--- config.mk ---
export PLATFORM = sky130hd
export DESIGN_NAME = flash_cmd_ctrl
export DESIGN_NICKNAME = d
export VERILOG_FILES = /design/src/rtl/flash_cmd_pkg.sv /design/src/rtl/flash_cmd_timer.sv /design/src/rtl/flash_cmd_ctl.sv /design/src/rtl/flash_cmd_regs.sv /design/src/rtl/flash_cmd_ctrl.sv
export SDC_FILE = /design/constraint.sdc
export NUM_CORES = 1
export LEC_CHECK = 0
export BUFFER_PORTS_ARGS = -buffer_cell sky130_fd_sc_hd__buf_2
export CAP_MARGIN = 10
export CELL_PAD_IN_SITES_DETAIL_PLACEMENT = 2
export CELL_PAD_IN_SITES_GLOBAL_PLACEMENT = 2
export CORE_ASPECT_RATIO = 0.6
export CORE_MARGIN = 5
export CORE_UTILIZATION = 31
export DETAILED_ROUTE_END_ITERATION = 7
export GPL_TIMING_DRIVEN = 0
export PLACE_DENSITY = 0.82
export SLEW_MARGIN = 20
export SYNTH_ARGS = -nofsm -noshare
export SYNTH_HDL_FRONTEND = slang
export SYNTH_SLANG_ARGS = --single-unit
--- constraint.sdc ---
create_clock -name clk -period 3.6 [get_ports clk]
set_clock_uncertainty 0.1 [all_clocks]
set_input_delay 0.18 -clock clk [delete_from_list [all_inputs] [get_ports clk]]
set_output_delay 0.18 -clock clk [all_outputs]
set_load 0.02 [all_outputs]
--- src/rtl/flash_cmd_pkg.sv ---
`timescale 1ns/1ps
package flash_cmd_pkg;

  localparam int OFS_ADDR = 'h00;
  localparam int OFS_DIV  = 'h04;
  localparam int OFS_CTRL = 'h08;
  localparam int OFS_INTR = 'h24;
  localparam int OFS_DATA = 'h30;

  localparam logic [3:0] UNLOCK_KEY = 4'h2;
  localparam logic [7:0] CODE_PAGE  = 8'h55;
  localparam logic [7:0] CODE_MASS  = 8'hAA;

  typedef enum logic [1:0] {
    OP_WRITE = 2'd0,
    OP_PAGE  = 2'd1,
    OP_MASS  = 2'd2
  } flashOp_e;

  // command candidate decoded by the datapath from a control write
  typedef struct packed {
    logic       valid;
    logic [2:0] bits;
    logic [7:0] code;
    logic [3:0] unlock;
  } cmdReq_t;

  // strobes from control to datapath
  typedef struct packed {
    logic launch;
    logic fault;
    logic finish;
  } ctlStrobe_t;

endpackage

--- src/rtl/flash_cmd_timer.sv ---
`timescale 1ns/1ps
module flash_cmd_timer #(
  parameter int TW = 6
) (
  input  logic          clk,
  input  logic          rstN,
  input  logic          clear,
  input  logic          run,
  input  logic [7:0]    clkDiv,
  input  logic [TW-1:0] limit,
  output logic          expired
);

  logic [7:0]    divCnt;
  logic [TW-1:0] tickNum;
  logic [7:0]    divEff;

  assign divEff  = (clkDiv == 8'd0) ? 8'd1 : clkDiv;
  assign expired = (tickNum == limit);

  always_ff @(posedge clk or negedge rstN) begin
    if (!rstN) begin
      divCnt  <= '0;
      tickNum <= '0;
    end else if (clear) begin
      divCnt  <= '0;
      tickNum <= '0;
    end else if (run && !expired) begin
      if (divCnt == divEff - 8'd1) begin
        divCnt  <= '0;
        tickNum <= tickNum + 1'b1;
      end else begin
        divCnt <= divCnt + 8'd1;
      end
    end
  end

endmodule

--- src/rtl/flash_cmd_ctl.sv ---
`timescale 1ns/1ps
module flash_cmd_ctl
  import flash_cmd_pkg::*;
#(
  parameter int DUR_WRITE = 2,
  parameter int DUR_PAGE  = 20,
  parameter int DUR_MASS  = 40
) (
  input  logic       clk,
  input  logic       rstN,
  input  cmdReq_t    cmdReq,
  input  logic [7:0] clkDiv,
  input  logic       flDone,
  output ctlStrobe_t strobe,
  output logic       pending,
  output logic       flReq,
  output logic [1:0] flOp
);

  localparam int DUR_PM  = (DUR_PAGE > DUR_MASS) ? DUR_PAGE : DUR_MASS;
  localparam int DUR_MAX = (DUR_WRITE > DUR_PM) ? DUR_WRITE : DUR_PM;
  localparam int TW      = $clog2(DUR_MAX + 1);

  flashOp_e      opSel, opQ;
  logic          legal, unlockOk, doneSeen, expired;
  logic [TW-1:0] limit;

  assign unlockOk = (cmdReq.unlock == UNLOCK_KEY);

  always_comb begin
    legal = 1'b0;
    opSel = OP_WRITE;
    case (cmdReq.bits)
      3'b001: legal = unlockOk;
      3'b010: begin
        opSel = OP_MASS;
        legal = unlockOk && (cmdReq.code == CODE_MASS);
      end
      3'b100: begin
        opSel = OP_PAGE;
        legal = unlockOk && (cmdReq.code == CODE_PAGE);
      end
      default: legal = 1'b0;
    endcase
  end

  always_comb begin
    strobe.launch = cmdReq.valid && legal;
    strobe.fault  = cmdReq.valid && !legal;
    strobe.finish = pending && expired && (doneSeen || flDone);
  end

  always_comb begin
    case (opQ)
      OP_PAGE: limit = TW'(DUR_PAGE);
      OP_MASS: limit = TW'(DUR_MASS);
      default: limit = TW'(DUR_WRITE);
    endcase
  end

  always_ff @(posedge clk or negedge rstN) begin
    if (!rstN) begin
      pending  <= 1'b0;
      opQ      <= OP_WRITE;
      flReq    <= 1'b0;
      doneSeen <= 1'b0;
    end else begin
      flReq <= strobe.launch;
      if (strobe.launch) begin
        pending  <= 1'b1;
        opQ      <= opSel;
        doneSeen <= 1'b0;
      end else if (strobe.finish) begin
        pending <= 1'b0;
      end else if (pending && flDone) begin
        doneSeen <= 1'b1;
      end
    end
  end

  assign flOp = opQ;

  flash_cmd_timer #(.TW(TW)) uTimer (
    .clk     (clk),
    .rstN    (rstN),
    .clear   (strobe.launch),
    .run     (pending),
    .clkDiv  (clkDiv),
    .limit   (limit),
    .expired (expired)
  );

endmodule

--- src/rtl/flash_cmd_regs.sv ---
`timescale 1ns/1ps
module flash_cmd_regs
  import flash_cmd_pkg::*;
#(
  parameter int REG_AW    = 7,
  parameter int NUM_WORDS = 4
) (
  input  logic                    clk,
  input  logic                    rstN,
  input  logic                    regWr,
  input  logic [REG_AW-1:0]       regAddr,
  input  logic [31:0]             regWdata,
  output logic [31:0]             regRdata,
  input  logic                    pending,
  input  ctlStrobe_t              strobe,
  output cmdReq_t                 cmdReq,
  output logic [7:0]              clkDiv,
  output logic [31:0]             flAddr,
  output logic [32*NUM_WORDS-1:0] flData,
  output logic                    flNarrow,
  output logic                    irq
);

  localparam logic [REG_AW-1:0] A_ADDR = REG_AW'(OFS_ADDR);
  localparam logic [REG_AW-1:0] A_DIV  = REG_AW'(OFS_DIV);
  localparam logic [REG_AW-1:0] A_CTRL = REG_AW'(OFS_CTRL);
  localparam logic [REG_AW-1:0] A_INTR = REG_AW'(OFS_INTR);

  logic [31:0] addrQ;
  logic [7:0]  divQ;
  logic [2:0]  cmdQ;
  logic        widthQ;
  logic [7:0]  codeQ;
  logic [3:0]  unlockQ;
  logic        doneQ, faultQ, doneEnQ, faultEnQ;
  logic        wrOpen;

  assign wrOpen = regWr && !pending;

  always_comb begin
    cmdReq.valid  = wrOpen && (regAddr == A_CTRL) && (regWdata[2:0] != 3'b000);
    cmdReq.bits   = regWdata[2:0];
    cmdReq.code   = regWdata[15:8];
    cmdReq.unlock = regWdata[31:28];
  end

  // data words
  for (genvar w = 0; w < NUM_WORDS; w++) begin : gWord
    logic [31:0] wordQ;
    always_ff @(posedge clk or negedge rstN) begin
      if (!rstN) wordQ <= '0;
      else if (wrOpen && regAddr == REG_AW'(OFS_DATA + 4*w)) wordQ <= regWdata;
    end
    assign flData[w*32 +: 32] = wordQ;
  end

  always_ff @(posedge clk or negedge rstN) begin
    if (!rstN) begin
      addrQ    <= '0;
      divQ     <= '0;
      cmdQ     <= '0;
      widthQ   <= 1'b0;
      codeQ    <= '0;
      unlockQ  <= '0;
      doneQ    <= 1'b0;
      faultQ   <= 1'b0;
      doneEnQ  <= 1'b0;
      faultEnQ <= 1'b0;
    end else begin
      if (wrOpen && regAddr == A_ADDR) addrQ <= regWdata;
      if (regWr && regAddr == A_DIV) divQ <= regWdata[7:0];
      if (wrOpen && regAddr == A_CTRL) begin
        widthQ  <= regWdata[4];
        codeQ   <= regWdata[15:8];
        unlockQ <= regWdata[31:28];
      end
      if (strobe.launch) cmdQ <= regWdata[2:0];
      if (strobe.finish) cmdQ <= '0;
      if (regWr && regAddr == A_INTR) begin
        doneEnQ  <= regWdata[8];
        faultEnQ <= regWdata[9];
        doneQ    <= doneQ & regWdata[0];
        faultQ   <= faultQ & regWdata[1];
      end
      if (strobe.finish) doneQ  <= 1'b1;
      if (strobe.fault)  faultQ <= 1'b1;
    end
  end

  always_comb begin
    case (regAddr)
      A_ADDR:  regRdata = addrQ;
      A_DIV:   regRdata = {24'b0, divQ};
      A_CTRL:  regRdata = {unlockQ, 3'b0, pending, 8'b0, codeQ, 3'b0, widthQ, 1'b0, cmdQ};
      A_INTR:  regRdata = {22'b0, faultEnQ, doneEnQ, 6'b0, faultQ, doneQ};
      default: regRdata = '0;
    endcase
    for (int w = 0; w < NUM_WORDS; w++) begin
      if (regAddr == REG_AW'(OFS_DATA + 4*w)) regRdata = flData[w*32 +: 32];
    end
  end

  assign clkDiv   = divQ;
  assign flAddr   = addrQ;
  assign flNarrow = widthQ;
  assign irq      = (doneQ & doneEnQ) | (faultQ & faultEnQ);

endmodule

--- src/rtl/flash_cmd_ctrl.sv ---
`timescale 1ns/1ps
module flash_cmd_ctrl
  import flash_cmd_pkg::*;
#(
  parameter int REG_AW    = 7,
  parameter int NUM_WORDS = 4,
  parameter int DUR_WRITE = 2,
  parameter int DUR_PAGE  = 20,
  parameter int DUR_MASS  = 40
) (
  input  logic                    clk,
  input  logic                    rstN,
  input  logic                    regWr,
  input  logic [REG_AW-1:0]       regAddr,
  input  logic [31:0]             regWdata,
  output logic [31:0]             regRdata,
  output logic                    flReq,
  output logic [1:0]              flOp,
  output logic [31:0]             flAddr,
  output logic [32*NUM_WORDS-1:0] flData,
  output logic                    flNarrow,
  input  logic                    flDone,
  output logic                    irq
);

  cmdReq_t    cmdReq;
  ctlStrobe_t strobe;
  logic       pending;
  logic [7:0] clkDiv;

  flash_cmd_regs #(.REG_AW(REG_AW), .NUM_WORDS(NUM_WORDS)) uRegs (
    .clk      (clk),
    .rstN     (rstN),
    .regWr    (regWr),
    .regAddr  (regAddr),
    .regWdata (regWdata),
    .regRdata (regRdata),
    .pending  (pending),
    .strobe   (strobe),
    .cmdReq   (cmdReq),
    .clkDiv   (clkDiv),
    .flAddr   (flAddr),
    .flData   (flData),
    .flNarrow (flNarrow),
    .irq      (irq)
  );

  flash_cmd_ctl #(.DUR_WRITE(DUR_WRITE), .DUR_PAGE(DUR_PAGE), .DUR_MASS(DUR_MASS)) uCtl (
    .clk     (clk),
    .rstN    (rstN),
    .cmdReq  (cmdReq),
    .clkDiv  (clkDiv),
    .flDone  (flDone),
    .strobe  (strobe),
    .pending (pending),
    .flReq   (flReq),
    .flOp    (flOp)
  );

endmodule

# Word-level counts from Yosys, hierarchy flattened
# Cells that the tools add are included.
[classes]
n_reduce_logical = 33
eq_ne = 18
mux = 26
order_cmp = 0
mul = 0
div_mod_pow = 0
bitwise = 5
add_sub_neg = 3
shift = 0
[ops]
columns = ["operator", "count"]
rows = [
  ["32-bit two-way mux", 4],
  ["32-bit one-hot mux with 4 select lines", 1],
  ["7-bit by 6-bit == test with 1-bit output, second input constant", 5],
  ["8-bit two-way mux", 4],
  ["1-bit logical AND", 18],
  ["6-bit two-way mux", 3],
  ["6-bit one-hot mux with 2 select lines", 1],
  ["2-bit nonzero test", 6],
  ["1-bit two-way mux", 9],
  ["8-bit by 1-bit adder with 8-bit output, second input constant", 1],
  ["8-bit by 7-bit == test with 1-bit output, second input constant", 1],
  ["8-bit == test", 1],
  ["8-bit == test, second input constant", 1],
  ["8-bit logical NOT", 1],
  ["8-bit by 1-bit subtractor with 8-bit output, second input constant", 1],
  ["7-bit by 3-bit == test with 1-bit output, second input constant", 1],
  ["7-bit by 4-bit == test with 1-bit output, second input constant", 1],
  ["7-bit logical NOT", 1],
  ["6-bit by 1-bit adder with 6-bit output, second input constant", 1],
  ["6-bit == test", 1],
  ["3-bit two-way mux", 2],
  ["1-bit AND", 4],
  ["4-bit by 2-bit == test with 1-bit output, second input constant", 1],
  ["2-bit one-hot mux with 2 select lines", 1],
  ["other kinds (12)", 15],
]
[word_totals]
latchBits = 0
romBits = 0
in_bits = 43
regBits = 207
out_inout_bits = 197
elab_cells = 105
ram_bits = 0
memories = 0

# Longest topological paths before layout
# Gate-level depths: netlist (run 1).
[depth]
ltp_word = 7
depth_mapped = 12
mapped_depth_nobuf = 9

# By module
# From an unflattened synthesis (run 1), not the netlist that was laid out.
[unflattened]
cells_unflattened = 870
area_unflattened_um2 = 10456.3
[by_module_without_submodules]
columns = ["module", "area_each_um2", "instances", "seq_area_each_um2", "cells_per_inst"]
rows = [
  ["flash_cmd_regs", 8953.6, 1, 4704.5, 694],
  ["flash_cmd_timer", 1139.8, 1, 350.3, 138],
  ["flash_cmd_ctl", 362.8, 1, 125.1, 38],
]

# Least setup slack after synthesis (run 1)
# Ideal clock, no wire load.
[synth_path]
path_kind = "register to register"
startpoint = "register uRegs.divQ[3] (netlist: uRegs.clkDiv[3])"
endpoint = "register uCtl.uTimer.tickNum[3]"
arrival_ns = 3.427
slack_ns = -0.005
setup_time_ns = 0.077
path_buffers = 2
path_stages_with_launch = 12
synth_period_minus_slack_ns = 3.605
required_ns = 3.423
cell_sequence = "dfrtp_1 > buf_6 > or4_4 > o31a_1 > ha_1 > clkbuf_1 > xnor2_1 > o2bb2ai_1 > a2111o_1 > or4b_4 > or4_1 > a21oi_1"
[synth_between]
elab_chain_cells = 6
[synth_lines]
columns = ["element", "line", "text"]
rows = [
  ["from (decl)", "flash_cmd_regs.sv:30", "logic [7:0] divQ;"],
  ["from (signal assigned)", "flash_cmd_regs.sv:71", "if (regWr && regAddr == A_DIV) divQ <= regWdata[7:0];"],
  ["8-bit logical NOT", "flash_cmd_timer.sv:18", "assign divEff = (clkDiv == 8'd0) ? 8'd1 : clkDiv;"],
  ["8-bit two-way mux *", "flash_cmd_timer.sv:18", ""],
  ["8-bit by 1-bit subtractor with 8-bit output *", "flash_cmd_timer.sv:29", "if (divCnt == divEff - 8'd1) begin"],
  ["8-bit == test *", "flash_cmd_timer.sv:29", ""],
  ["2-bit nonzero test (no line) *", "n/a", ""],
  ["2-bit AND reduction (no line) *", "n/a", ""],
  ["to (signal assigned)", "flash_cmd_timer.sv:31", "tickNum <= tickNum + 1'b1;"],
  ["to (decl)", "flash_cmd_timer.sv:15", "logic [TW-1:0] tickNum;"],
]
# Mark *: on every way between the ends. The rest lies on a longest branch, timed or not.
# A chain may end at the register's enable or synchronous reset.

# Worst setup path in the final report (run 1)
[layout_path]
startpoint = "register uRegs.divQ[5] (netlist: uRegs.clkDiv[5])"
endpoint = "register uCtl.uTimer.tickNum[2]"
# The elaborated chain is that of the path after synthesis.

==> flow_metrics.env, run 1 <==
export IMPL_syn_inst=792
export IMPL_start_kind="register"
export IMPL_synth_edf_count=0
export IMPL_postRouteAntennaNets=0
export IMPL_gp_congestion=0.8479
export IMPL_placed_cells=1447
export IMPL_drt_wl_total_microns=41210
export IMPL_max_cap_violations=0
export IMPL_hold_path_cell_count=4
export IMPL_max_freq_mhz=273.6
export IMPL_route_detailed_wl_per_inst_microns=27.06
export IMPL_slew_viol_final=0
export IMPL_cts_max_level=1
export IMPL_final_cell_mix="buf_2, dfrtp_1, mux2_2, a22oi_1, nand2_1"
export IMPL_cts_sinks=207
export IMPL_cellInternalPower_mw=4.313
export IMPL_die_h_microns=147.0
export IMPL_yosys_warnings=0
export IMPL_crit_type="register to register"
export IMPL_ios=240
export IMPL_vias_per_cell=5.452
export IMPL_synth_ff_type="dfrtp_1"
export IMPL_avgSynthCellArea_sq_um=12.24
export IMPL_grt_pass1_wl_microns=61390
export IMPL_p_comb_share_pct=18.2
export IMPL_drc_errors=0
export IMPL_dr_pass1_iters=5
export IMPL_period_share_pct=101.5
export IMPL_nNetsFinal=1144
export IMPL_swShare_pct=29.85
export IMPL_clk_latency_ns=0.52
export IMPL_row_count=50
export IMPL_cts_made_buffers=23
export IMPL_cpPeakStageDelay_ns=0.55
export IMPL_synth_seq_cells=207
export IMPL_layout_commonest_cell="buf_2"
export IMPL_period_needed_ns=3.655
export IMPL_grt_remaining_overflow=0
export IMPL_track_usage_pct=22.87
export IMPL_grt_max_degree=79
export IMPL_hold_violations=0
export IMPL_crit_top_cell="or4_4"
export IMPL_dieWidth_microns=238.3
export IMPL_grt_pass1_vias=9192
export IMPL_antenna_found_initial=0
export IMPL_area_growth_pct=31.64
export IMPL_num_vias=8304
export IMPL_crit_slowest_cell="or4b_4"
export IMPL_worst_slack_ns=-0.05501
export IMPL_diodes=0
export IMPL_synth_nets=840
export IMPL_ys_types=61
export IMPL_final_cells=1523
export IMPL_async_flop_share_pct=100.0
export IMPL_clk_path_buf_depth=3
export IMPL_total_power_mw=6.149
export IMPL_dpl_hpwl_microns=30380
export IMPL_final_util_pct=41.13
export IMPL_min_from="regWdata[1]"
export IMPL_worst_path_max_fanout=5
export IMPL_worstPathCellList="or4_4 > o31a_1 > ha_4 > xor2_2 > o21ai_1 > a2111o_1 > or4b_4 > buf_12 > or4_4 > a21oi_2"
export IMPL_violations="negative setup slack"
export IMPL_p_sw_mw=1.835
export IMPL_final_layout_size_suffix_gt1_share_pct=46.88
export IMPL_hold_path_class="primary input to register"
export IMPL_hold_end="uCtl.flOp[1]$_DFFE_PN0N_"
export IMPL_p_leak_nw=6.493
export IMPL_setup_violations=1
export IMPL_cts_root_buffer="clkbuf_16"
export IMPL_crit_path_end_kind="register"
export IMPL_start_util_pct=31.25
export IMPL_drt_initial_drc_count=565
export IMPL_clkTransAtPathRegs_ns=0.06
export IMPL_r2r_slack_ns=-0.06
export IMPL_required_ns=3.95
export IMPL_status="complete, but fails checks"
export IMPL_rsz0062_at_grt="true"
export IMPL_regToRegEndpoint="uCtl.uTimer.tickNum[2]$_DFFE_PN0P_"
export IMPL_p_seq_share_pct=44.2
export IMPL_powerDensity_nw_per_um2=481.7
export IMPL_cp_arrival_ns=4.01
export IMPL_peakVddDrop_mv=0.2786
export IMPL_p_clk_share_pct=37.7
export IMPL_slew_headroom_pct=18.91
export IMPL_r2r_start="uRegs.clkDiv[5]$_DFFE_PN0P_"
export IMPL_core_area_sq_um=31030
export IMPL_syn_area_sq_um=9696
export IMPL_cts_tree="done"
export IMPL_worst_slew_pin_slew_ns=1.207
export IMPL_portBuffers=237
export IMPL_seq_area_frac_synth_pct=53.43
export IMPL_reg2reg_depth=10
export IMPL_dieArea_sq_um=35030
logic make-up after synthesis:
logic type               after synthesis  synth area share, %
adder cells (fa/ha/maj)                5               0.6452
buffers and inverters                 60                2.710
AO/OA/AOI/OAI                        144                10.67
flip-flops                           207                53.43
XOR/XNOR                               8               0.7226
AND/OR/NAND/NOR                      174                9.408
multiplexers                         194                22.42
final cells by class:
cell class / count / area, sq um
Multi-Input combinational cell: 525 / 4408
Buffer: 48 / 231.5
Fill cell: 3271 / 18270
Inverter: 9 / 33.78
Clock inverter: 6 / 57.56
Timing Repair Buffer: 282 / 1678
Sequential cell: 207 / 5182
Tap cell: 416 / 520.5
Clock buffer: 30 / 651.9
state kept, by name, summed over array words and instances (netlist names):
| signal | count |
|---|---|
| uRegs.unlockQ | 4 |
| uRegs.faultEnQ | 1 |
| uRegs.faultQ | 1 |
| uRegs.cmdQ | 3 |
| uRegs.gWord.wordQ | 128 |
| uRegs.codeQ | 8 |
| uCtl.uTimer.divCnt | 8 |
| uCtl.flOp | 2 |
| uCtl.pending | 1 |
| uCtl.flReq | 1 |
| uRegs.flAddr | 32 |
| uRegs.doneEnQ | 1 |
| uRegs.doneQ | 1 |
| uCtl.uTimer.tickNum | 6 |
| uCtl.doneSeen | 1 |
| uRegs.flNarrow | 1 |
| uRegs.clkDiv | 8 |
synthesized netlist by cell type (all sizes together) (11+ instances only):
cell,number,area [sq um]
a21oi,14,70.07
a222oi,11,110.1
a22oi,54,405.4
a31oi,17,106.4
buf,19,87.58
clkbuf,32,141.4
dfrtp,207,5180
mux2,185,2083
nand2,44,165.2
nand3,19,95.09
nor2,41,153.9
o21ai,17,85.08
power by group through the flow:
stage	Sequential, mW	Clock, mW	Combinational (mW)
2_1_floorplan	2.88	0	0.413
3_3_place_gp	2.73	0	0.957
3_5_place_dp	2.75	0	1.01
4_1_cts	2.71	2.37	1.09
5_1_grt	2.74	2.47	1.20
6_report	2.72	2.32	1.12
worst max path at each step:
stage / from / to
global route: uRegs.clkDiv[2]$_DFFE_PN0P_ / uCtl.uTimer.tickNum[2]$_DFFE_PN0P_
floorplan: uRegs.clkDiv[3]$_DFFE_PN0P_ / uCtl.uTimer.tickNum[3]$_DFFE_PN0P_
global placement: rstN / uRegs.flAddr[28]$_DFFE_PN0P_
finish: uRegs.clkDiv[5]$_DFFE_PN0P_ / uCtl.uTimer.tickNum[2]$_DFFE_PN0P_
CTS: uRegs.clkDiv[3]$_DFFE_PN0P_ / uCtl.uTimer.tickNum[1]$_DFFE_PN0P_
detailed placement: uRegs.clkDiv[3]$_DFFE_PN0P_ / uCtl.uTimer.divCnt[5]$_DFFE_PN0P_
worst max-delay path, delay by kind of cell, from the launching register on:
family / cells / cell delay [ns]
buf+inv: 1 / 0.16
simple gates: 3 / 1.56
fa+ha+maj: 1 / 0.29
flops: 1 / 0.44
xor+xnor: 1 / 0.13
compound gates: 4 / 0.92
repair_timing:
action / CTS / global route
hold endpoints to repair: 279 / 0
pin swaps: 16 / 11
endpoints found under the setup margin: 38 / 19
resized for setup: 26 / 21
buffers inserted: 9 / 2
hold buffers: 32 / 0
layer usage:
metal / share of wire (%) / GRT usage [%]
met4: 1.8 / 4.243
met5: 0 / 0
met2: 46 / 36.68
met1: 47 / 33.09
met3: 5.0 / 3.790
metrics by stage:
stage / area, sq um / TNS (ns) / setup WS, ns / hold WS, ns
after global placement: 11400 / -296.83 / -1.449 / 0.3356
after CTS: 12690 / -0.1014 / -0.04861 / 0.01270
final: 12760 / -0.05501 / -0.05501 / 0.02569
after floorplan: 9697 / 0 / 0.02185 / -0.2156
after detailed placement: 11480 / -5.152 / -0.4149 / 0.04801
after global routing: 12760 / -0.4759 / -0.1434 / 0.01814
(Power assumes the default switching activity.)
==> run 2: changes to the inputs <==
Settings changed: PLACE_DENSITY 0.82 to unset, PLACE_DENSITY_LB_ADDON set to 0.1.
==> flow_metrics.env, run 2 (synthesized netlist as in run 1, its figures left out) <==
export IMPL_period_needed_ns=3.561
export IMPL_crit_path_end_kind="register"
export IMPL_gr_usage_met2_pct=33.36
export IMPL_ios=240
export IMPL_grt_busiest_layer="met1"
export IMPL_peakVddDrop_mv=0.3441
export IMPL_grt_met1_usage_pct=33.70
export IMPL_drt_wl_total_microns=40130
export IMPL_core_area_sq_um=31030
export IMPL_slew_viol_final=0
export IMPL_row_count=50
export IMPL_dieWidth_microns=238.3
export IMPL_postRouteAntennaNets=0
export IMPL_tns_ns=0
export IMPL_diodes=0
export IMPL_period_share_pct=98.91
export IMPL_p_leak_nw=6.480
export IMPL_cp_arrival_ns=3.91
export IMPL_pre_cts_ws_ns=-0.4279
export IMPL_nNetsFinal=1144
export IMPL_final_layout_size_suffix_gt1_share_pct=45.86
export IMPL_largest_register_ffs=128
export IMPL_clk_latency_ns=0.52
export IMPL_drc_errors=0
export IMPL_max_freq_mhz=280.9
export IMPL_fin_area_sq_um=12720
export IMPL_setup_violations=0
export IMPL_track_usage_pct=22.34
export IMPL_drt_initial_drc_count=454
export IMPL_hold_ws_ns=0.03847
export IMPL_max_cap_violations=0
export IMPL_dr_pass1_iters=6
export IMPL_powerDensity_nw_per_um2=484.1
export IMPL_grt_pass1_wl_microns=59440
export IMPL_placed_cells=1447
export IMPL_clk_path_buf_depth=3
export IMPL_regMostFlops="uRegs.gWord.wordQ"
export IMPL_grt_remaining_overflow=0
export IMPL_gp_congestion=0.7812
export IMPL_n_fill_cell=3277
export IMPL_final_cell_mix="buf_2, dfrtp_1, mux2_2, a22oi_1, nand2_1"
export IMPL_layout_commonest_cell="buf_2"
export IMPL_worst_slack_ns=0.03941
export IMPL_final_util_pct=40.98
export IMPL_antenna_found_initial=0
export IMPL_start_util_pct=31.25
export IMPL_slew_headroom_pct=34.88
export IMPL_cts_root_buffer="clkbuf_16"
export IMPL_dpl_hpwl_microns=29490
export IMPL_total_power_mw=6.156
export IMPL_worst_slew_pin_slew_ns=0.9768
export IMPL_portBuffers=237
export IMPL_start_kind="register"
export IMPL_postPlaceCellArea_sq_um=11480
export IMPL_grt_max_degree=91
export IMPL_dieArea_sq_um=35030
export IMPL_hold_violations=0
export IMPL_cts_max_level=1
export IMPL_route_detailed_wl_per_inst_microns=26.26
export IMPL_final_cells=1528
export IMPL_hold_path_class="primary input to register"
export IMPL_die_h_microns=147.0
export IMPL_worst_path_max_fanout=7
export IMPL_num_vias=8126
export IMPL_grt_pass1_vias=8737
export IMPL_required_ns=3.95
export IMPL_area_growth_pct=31.17
export IMPL_grt_use_met3_pct=5.441
export IMPL_status="complete, no violations"
export IMPL_cts_tree="done"
export IMPL_cts_sinks=207
export IMPL_crit_type="register to register"
export IMPL_cts_made_buffers=23
export IMPL_clkTransAtPathRegs_ns=0.07
export IMPL_vias_per_cell=5.318
==> run 2: cell types whose count changed in the layout (fill, tap and decap cells not counted), sizes merged <==
cell	delta
clkinv	+1
clkinvlp	+1
buf	-1
clkbuf	+5
bufinv	-1
==> run 2: timing repair <==
| item | in CTS | in global routing |
|---|---|---|
| pin swaps | 9 | 4 |
| hold buffers | 32 | 0 |
| buffers inserted | 7 | 3 |
| hold endpoints to repair | 279 | 0 |
| endpoints found under the setup margin | 37 | 19 |
| resized for setup | 12 | 17 |
| gates cloned | 1 | 0 |
==> run 2: final timing paths <==
| check | endpoint | cells after the start | start | slack (ns) |
|---|---|---|---|---|
| setup / recovery | uCtl.uTimer.tickNum[1]$_DFFE_PN0P_ | 10 | uRegs.clkDiv[2]$_DFFE_PN0P_ | 0.04 |
| hold / removal | uCtl.flOp[1]$_DFFE_PN0N_ | 4 | regWdata[1] | 0.04 |
| setup reg to reg | uCtl.uTimer.tickNum[1]$_DFFE_PN0P_ | 10 | uRegs.clkDiv[2]$_DFFE_PN0P_ | 0.04 |
| hold reg to reg | uRegs.codeQ[0]$_DFFE_PN0P_ | 1 | uRegs.codeQ[0]$_DFFE_PN0P_ | 0.42 |
| max in group asynchronous | uRegs.codeQ[3]$_DFFE_PN0P_ | 4 | rstN | 2.14 |
| min in group asynchronous | uCtl.uTimer.divCnt[7]$_DFFE_PN0P_ | 2 | rstN | 0.07 |
==> run 2: area by class of cell <==
cell class                 instances  area [sq um]  share of cell area (%)
timing repair buffer             282          1673                   13.15
buffer                            48         234.0                   1.840
sequential                       207          5182                   40.75
tap                              416         520.5                   4.093
inverter                           9         33.78                  0.2656
clock buffer                      34         686.9                   5.401
multi-input combinational        525          4347                   34.18
clock inverter                     7         40.04                  0.3148
==> run 2: worst max-delay path, cell delays in order, from the launching register on <==
cell and delay, ns:
dfrtp_1 0.38, or4_4 0.55, o31a_1 0.31, ha_4 0.30, xor2_2 0.14, o21ai_1 0.10, a2111o_1 0.35, or4b_4 0.58
clkbuf_16 0.20, or3_1 0.33, a21oi_2 0.14
==> run 2: report_power, final <==
| part | leakage [nW] | total (mW) | internal, mW | switching [mW] |
|---|---|---|---|---|
| logic | 3.38 | 1.13 | 0.471 | 0.657 |
| clock network | 0.358 | 2.32 | 1.32 | 1.00 |
| registers | 2.75 | 2.70 | 2.52 | 0.183 |
==> run 2: layer usage <==
layer | part of all wire [%] | up-vias | wire length (microns)
li1 | - | 3592 | -
met1 | 49 | 4326 | 19780
met2 | 44 | 175 | 17470
met3 | 5.9 | 33 | 2366
met4 | 1.3 | 0 | 510
met5 | 0 | - | 0
